### src/rtl/fp_dual_issue.sv
module fp_dual_issue #(
  parameter int NREG = 32,
  parameter int CW   = 6,
  parameter int BW   = 5,
  localparam int RW  = $clog2(NREG)
) (
  input  logic          clk,
  input  logic          rst_n,
  input  logic          int_valid,
  input  logic          int_fcc,
  input  logic          fp_valid,
  input  logic [3:0]    fp_op,
  input  logic          fp_dbl,
  input  logic [RW-1:0] fp_dst,
  input  logic [RW-1:0] fp_srca,
  input  logic [RW-1:0] fp_srcb,
  output logic          int_grant,
  output logic          fp_grant,
  output logic          stall
);

  logic [CW-1:0] cnt   [NREG];
  logic [CW-1:0] cnt_n [NREG];
  logic [1:0]    fcnt, fcnt_n;
  logic [BW-1:0] busy;

  logic [CW-1:0] lat;
  logic [BW-1:0] occ;
  logic rd_a, rd_b, rd_f, wr_d, wr_f, xfer;

  always_comb begin
    lat = CW'(1); occ = BW'(1);
    rd_a = 1'b0; rd_b = 1'b0; rd_f = 1'b0;
    wr_d = 1'b0; wr_f = 1'b0; xfer = 1'b0;
    case (fp_op)
      4'd0:  begin lat = CW'(4); rd_a = 1'b1; rd_b = 1'b1; wr_d = 1'b1; end
      4'd1:  begin lat = CW'(4); rd_a = 1'b1; wr_d = 1'b1; end
      4'd2:  begin lat = CW'(4); rd_a = 1'b1; rd_f = 1'b1; wr_d = 1'b1; end
      4'd3:  begin lat = CW'(3); wr_d = 1'b1; end
      4'd4:  begin lat = CW'(1); rd_a = 1'b1; end
      4'd5:  begin
               lat = fp_dbl ? CW'(5) : CW'(4);
               occ = fp_dbl ? BW'(2) : BW'(1);
               rd_a = 1'b1; rd_b = 1'b1; wr_d = 1'b1;
             end
      4'd6:  begin
               lat = fp_dbl ? CW'(32) : CW'(17);
               occ = fp_dbl ? BW'(29) : BW'(14);
               rd_a = 1'b1; rd_b = 1'b1; wr_d = 1'b1;
             end
      4'd7:  begin
               lat = fp_dbl ? CW'(35) : CW'(17);
               occ = fp_dbl ? BW'(31) : BW'(14);
               rd_a = 1'b1; wr_d = 1'b1;
             end
      4'd8:  begin lat = CW'(2); rd_a = 1'b1; rd_b = 1'b1; wr_f = 1'b1; end
      4'd9:  begin lat = CW'(4); rd_a = 1'b1; wr_d = 1'b1; end
      4'd10: begin lat = CW'(5); rd_a = 1'b1; wr_d = 1'b1; end
      4'd11: begin lat = CW'(6); rd_a = 1'b1; wr_d = 1'b1; end
      4'd12: begin lat = CW'(2); wr_d = 1'b1; xfer = 1'b1; end
      4'd13: begin lat = CW'(2); rd_a = 1'b1; xfer = 1'b1; end
      default: ;
    endcase
  end

  logic a_ok, b_ok, f_ok, fp_ok, int_go;
  assign a_ok   = !rd_a || cnt[fp_srca] == '0;
  assign b_ok   = !rd_b || cnt[fp_srcb] == '0;
  assign f_ok   = !rd_f || fcnt <= 2'd1;
  assign fp_ok  = fp_valid && busy == '0 && a_ok && b_ok && f_ok;
  assign int_go = int_valid && (!int_fcc || fcnt == '0);

  assign int_grant = int_go;
  assign fp_grant  = fp_ok && !(xfer && int_go);
  assign stall     = (int_valid && !int_grant) || (fp_valid && !fp_grant);

  always_comb begin
    for (int i = 0; i < NREG; i++) begin
      cnt_n[i] = (cnt[i] == '0) ? '0 : cnt[i] - 1'b1;
      if (fp_grant && wr_d && fp_dst == RW'(i) && (lat - 1'b1) > cnt_n[i])
        cnt_n[i] = lat - 1'b1;
    end
    fcnt_n = (fcnt == '0) ? '0 : fcnt - 1'b1;
    if (fp_grant && wr_f) fcnt_n = 2'd1;
  end

  always_ff @(posedge clk or negedge rst_n) begin
    if (!rst_n) begin
      for (int i = 0; i < NREG; i++) cnt[i] <= '0;
      fcnt <= '0;
      busy <= '0;
    end else begin
      for (int i = 0; i < NREG; i++) cnt[i] <= cnt_n[i];
      fcnt <= fcnt_n;
      if (fp_grant)          busy <= occ - 1'b1;
      else if (busy != '0)   busy <= busy - 1'b1;
    end
  end


  xfer_alone_chk: assert property (@(posedge clk) disable iff (!rst_n)
    fp_grant && xfer |-> !int_grant);


  occ_block_chk: assert property (@(posedge clk) disable iff (!rst_n)
    fp_grant && occ > BW'(1) |=> !fp_grant);


  int_free_chk: assert property (@(posedge clk) disable iff (!rst_n)
    int_valid && !int_fcc |-> int_grant);


  raw_next_chk: assert property (@(posedge clk) disable iff (!rst_n)
    fp_grant && wr_d && lat > CW'(1) |=> !(fp_grant && rd_a && fp_srca == $past(fp_dst)));


  flag_branch_chk: assert property (@(posedge clk) disable iff (!rst_n)
    fp_grant && wr_f |=> !(int_grant && int_fcc));

endmodule

### config.mk
export PLATFORM = sky130hd
export DESIGN_NAME = fp_dual_issue
export DESIGN_NICKNAME = d
export VERILOG_FILES = /design/src/rtl/fp_dual_issue.sv
export SDC_FILE = /design/constraint.sdc
export NUM_CORES = 1
export LEC_CHECK = 0
export BUFFER_PORTS_ARGS = -buffer_cell sky130_fd_sc_hd__buf_2
export CORE_ASPECT_RATIO = 0.5
export CORE_UTILIZATION = 45
export DETAILED_ROUTE_END_ITERATION = 16
export PLACE_DENSITY = 0.74
export SLEW_MARGIN = 40
export SYNTH_ARGS = -nofsm -noshare
export SYNTH_HDL_FRONTEND = slang
export SYNTH_SLANG_ARGS = --single-unit
export TNS_END_PERCENT = 1
### constraint.sdc
create_clock -name clk -period 3.3 [get_ports clk]
set_input_delay 0.66 -clock clk [delete_from_list [all_inputs] [get_ports clk]]
set_output_delay 0.66 -clock clk [all_outputs]
set_load 0.02 [all_outputs]
=== After elaboration in Yosys (flattened, before gate mapping) ===
Index checks and enable logic that the tools add are counted.

* Logic and storage cells: 372
* Register bits: 199

* Reduce and logical (&&, ||, !) cells: 133
* Add/subtract/negate cells: 36
* Equality and inequality tests: 44
* Multiplexer cells: 88
* Bitwise gates (word level): 2
* $lt $le $gt $ge: 35

{| class="wikitable"
|+ Operator list
! kind !! number
|-
| 2-to-1 mux 6 bit || 70
|-
| zero test 6 bit || 34
|-
| subtractor 6 x 1 -> 6 bit (second input constant) || 33
|-
| > comparator 6 bit || 32
|-
| equality test 5 bit (second input constant) || 16
|-
| logical AND 1 bit || 75
|-
| binary-select mux 6 bit (select 5 bit) || 2
|-
| one-hot mux 6 bit (8 select lines) || 1
|-
| equality test 5 x 4 -> 1 bit (second input constant) || 8
|-
| equality test 4 bit (second input constant) || 6
|-
| equality test 5 x 3 -> 1 bit (second input constant) || 4
|-
| 2-to-1 mux 5 bit || 4
|-
| equality test 4 x 3 -> 1 bit (second input constant) || 4
|-
| one-hot mux 5 bit (3 select lines) || 1
|-
| >= comparator 6 bit (second input constant) || 2
|-
| NOT 5 -> 6 bit || 2
|-
| OR reduction 12 bit || 1
|-
| OR reduction 11 bit || 1
|-
| equality test 5 x 2 -> 1 bit (second input constant) || 2
|-
| zero test 5 bit || 2
|-
| subtractor 5 x 1 -> 5 bit (second input constant) || 2
|-
| equality test 4 x 2 -> 1 bit (second input constant) || 2
|-
| OR reduction 4 bit || 2
|-
| zero test 1 bit || 7
|-
| 13 further kinds || 25
|}

=== Logic depth before layout (Yosys ltp) ===
* Depth in word-level cells: 14
* Gate-level depth with buffers: 20
* Gate-level depth less buffers: 17

=== Worst setup path after synthesis ===
OpenSTA, ideal clock, no wires.

* Kind: input to register
* Start point: in fp_op[2]
* End point: reg cnt[72] in the netlist's numbering
* Setup time: 125 ps
* Cell stages on the path: 19
* Setup slack: -2350 ps
* Arrival: 5525 ps
* Path through: clkbuf_1 inv_1 nor2_1 a22o_1 inv_1 clkbuf_1 ha_1 ha_1 clkbuf_1 clkbuf_1 inv_1 ha_1 o21a_1 o21a_1 o21a_1 o21ai_0 a211oi_1 nand4_4 mux2_4

{| class="wikitable"
|+ RTL lines
! what !! line !! text
|-
| start: declaration || 12 || <nowiki>input logic [3:0] fp_op,</nowiki>
|-
| end: declaration || 22 || <nowiki>logic [CW-1:0] cnt [NREG];</nowiki>
|}

=== Final worst setup path ===
* Start point: reg cnt[157] in the netlist's numbering
* End point: out stall

* Cells in the longest elaborated chain, start to end: 12
* Elaborated cells between the ends (all ways): 17

{| class="wikitable"
|+ RTL lines
! what !! line !! text
|-
| binary-select mux 6 bit (select 5 bit) || 67 || <nowiki>assign a_ok = !rd_a || cnt[fp_srca] == '0;</nowiki>
|-
| 2-to-1 mux 6 bit (not written as such) (2 in a row) || 67 ||
|-
| zero test 6 bit || 67 ||
|-
| logical OR 1 bit || 67 ||
|-
| logical AND 1 bit || 70 || <nowiki>assign fp_ok = fp_valid && busy == '0 && a_ok && b_ok && f_ok;</nowiki>
|-
| logical AND 1 bit * (2 in a row) || 70 ||
|-
| logical AND 1 bit * || 74 || <nowiki>assign fp_grant = fp_ok && !(xfer && int_go);</nowiki>
|-
| zero test 1 bit * || 75 || <nowiki>assign stall = (int_valid && !int_grant) || (fp_valid && !fp_grant);</nowiki>
|-
| logical AND 1 bit * || 75 ||
|-
| logical OR 1 bit * || 75 ||
|-
| end: declaration || 19 || <nowiki>output logic stall</nowiki>
|}

Every way passes the cells marked *; elsewhere a longest branch is shown, timed or not. The select of a mux whose other input is x is not followed.

==> out/results.ini <==
[outcome]
status = finished with violations
violations = setup timing

[sta]
tns_ns = -0.681
rsz0062_at_grt = true
setup_viol = 10
drv_slew = 0
hold-worst-slack_ns = 0.177
max_clock_freq_mhz = 277
fin_crit_sh_pct = 109
worst_slack_ns = -0.311
slew_headroom_pct = 53.3
fin_skew_ns = 0.0102
hold_viol = 0
tightest_slew_ns = 0.700
fin_crit_ns = 3.61

[worst_hold_path]
min_path_type = input port to async pin

[yosys]
syn_area_mm2 = 0.0176
yosys_most_used_dff = dfrtp_1
yosys.area_share.xor_xnor_pct = 3.64
synth.area.mux_share_pct = 13.6
ys_async_sr_fraction_pct = 100
synthAdderAreaFrac_pct = 18.4
synth_area_leaders = dfrtp_1 28%, ha_1 18%, mux2i_1 9.9%, nor2_1 3.6%, nand2_1 3.3%
synth_fp_nets = 2181
yosysWarnings = 0
netlist.area_leader.share_pct = 28.3
syn_inst = 1897
synthSimpleGateAreaFrac_pct = 22.1
synth-seq-cells = 199
synth_top_family_by_area = simple AND/OR/NAND/NOR gates
synth_compound_gate_area_share_pct = 10.1
synth-edff-count = 0
yosysTopAreaCell = dfrtp_1
ys_types = 68
syn_area_per_cell_um2 = 9.26
ys_seq_area_share_pct = 28.3

[power_and_ir_drop]
irDropWorstVdd_uv = 244
power.leakage_nw = 10.4
powerDensity_mw_per_mm2 = 356
finalPower_mw = 7.47

[finish]
mostFrequentLayoutCells = 254 x ha_1, 202 x buf_4, 199 x dfrtp_1, 173 x mux2i_1, 166 x nor2_1
fin_area_mm2 = 0.0210
fin_cells = 2667
layout_commonest_cell = ha_1
antennaDiodeCount = 0
fin_util_pct = 55.3
syn_to_final_growth_pct = 19.3
final_layout_size_suffix_gt1_share_pct = 20.5
fin_nets = 2418

[floorplan]
row_count = 50
die_x_um = 281
core_mm2 = 0.0379
io_pins = 28
die_h_um = 142
die_area_mm2 = 0.0399
start_util_pct = 46.3

[cts]
cts_tree = built
clk_latency_ns = 0.48
cts_made_buffers = 17
clk_pin_slew_ns = 0.07
root_buffer = clkbuf_16
postCtsHoldBufs = 0
h-tree-depth = 4
post-cts-setup-buffers = 0
cts.sinks = 199
clk_path_buf_depth = 2

[placed_design]
place_hpwl_um = 34900
place.gp.congestion = 0.905
portBuffers = 27
placedCellCount = 2635
place_area_mm2 = 0.0201
place_ws_ns = -0.699

[global_routing]
grt_first_pass_wirelength_um = 79500
grt_overflow_total = 0
antenna_found_initial = 0
grt_max_degree = 69
grt_pass1_vias = 15204
track_usage_pct = 25.4

[drt]
drtIter0Drc = 1124
first_pass_iters = 6
num_vias = 15268
wirelength_um = 49500
ant_nets = 0
route.detailed.drc = 0
viasPerCell = 5.72
wire_per_inst_um = 18.6

[worst_setup_path]
critical_path.startpoint_type = flip-flop
arrival_ns = 2.95
crit_fanout = 4
criticalPathCategory = flip-flop to output port
crit_path_end_kind = output port
worstPathRequired_ns = 2.64

[flow_run]
max_cap_violations = 0

[synthesized netlist by cell type (all sizes together) (25+ instances only)]
cell type	instances
ha	259
dfrtp	199
mux2i	173
nor2	168
nand2	156
inv	115
a21oi	110
nor3	86
nand4	60
xor2	55
o21ai	52
nand3	47
nand2b	44
mux2	39
nor2b	34
clkbuf	31
a211oi	30
nor4	25
[layout make-up]
type,count,area (µm²)
multi-input cells,1538,12100
flip-flops and latches,199,4980
clock inverters,15,154
fillers,3234,17000
well taps,520,651
inverters,115,443
repair buffers,263,2170
clock buffers,17,425
[flip-flops by register name, summed over array words and instances, names as in the netlist]
| name | flops |
|---|---|
| fcnt | 2 |
| cnt | 192 |
| busy | 5 |
[layer usage]
metal	track usage [%]	share of wire, %	vias up
met5	0	0	-
met3	3.57	6.7	108
li1	-	-	7325
met4	9.64	2.8	0
met2	42.2	46	481
met1	33.7	44	7354
[cell families (layout without fill, tap and decap cells)]
family | after synthesis | after routing
AO/OA/AOI/OAI | 287 | 287
XOR/XNOR | 73 | 73
adder cells (fa/ha/maj) | 259 | 259
buffers and inverters | 160 | 410
flip-flops | 199 | 199
multiplexers | 218 | 218
AND/OR/NAND/NOR | 701 | 701
[critical path, cell delays in order (launching register included)]
cell and delay (ns):
dfrtp_1 0.40, or3_1 0.43, nor3_1 0.16, a311oi_1 0.07, buf_4 0.16, a221o_1 0.33
o211ai_1 0.21, o2111a_2 0.28, nand2_4 0.09, a22o_1 0.19, buf_2 0.16
[report_power, final]
group | internal (mW) | switching [mW]
clock network | 1.12 | 1.01
registers | 2.66 | 0.196
logic | 1.04 | 1.45
total | 4.81 | 2.66
[final timing paths]
path                            startpoint  cells past startpoint       end  slack [ns]
max in group asynchronous            rst_n                      2   cnt[31]        2.29
min in group clk                   busy[0]                      1   busy[0]        0.46
worst min-delay path                 rst_n                      1  cnt[188]        0.18
worst max register to register     cnt[86]                     10  cnt[150]        0.06
worst max-delay path              cnt[157]                     10     stall       -0.31
worst min register to register     busy[0]                      1   busy[0]        0.46
[what timing repair did]
action	in CTS	in global routing
endpoints found under the hold margin	0	0
endpoints found under the setup margin	159	196
pin swaps	6	7
gates resized for setup	19	38
No activity file was read; power rests on OpenSTA's default activity.
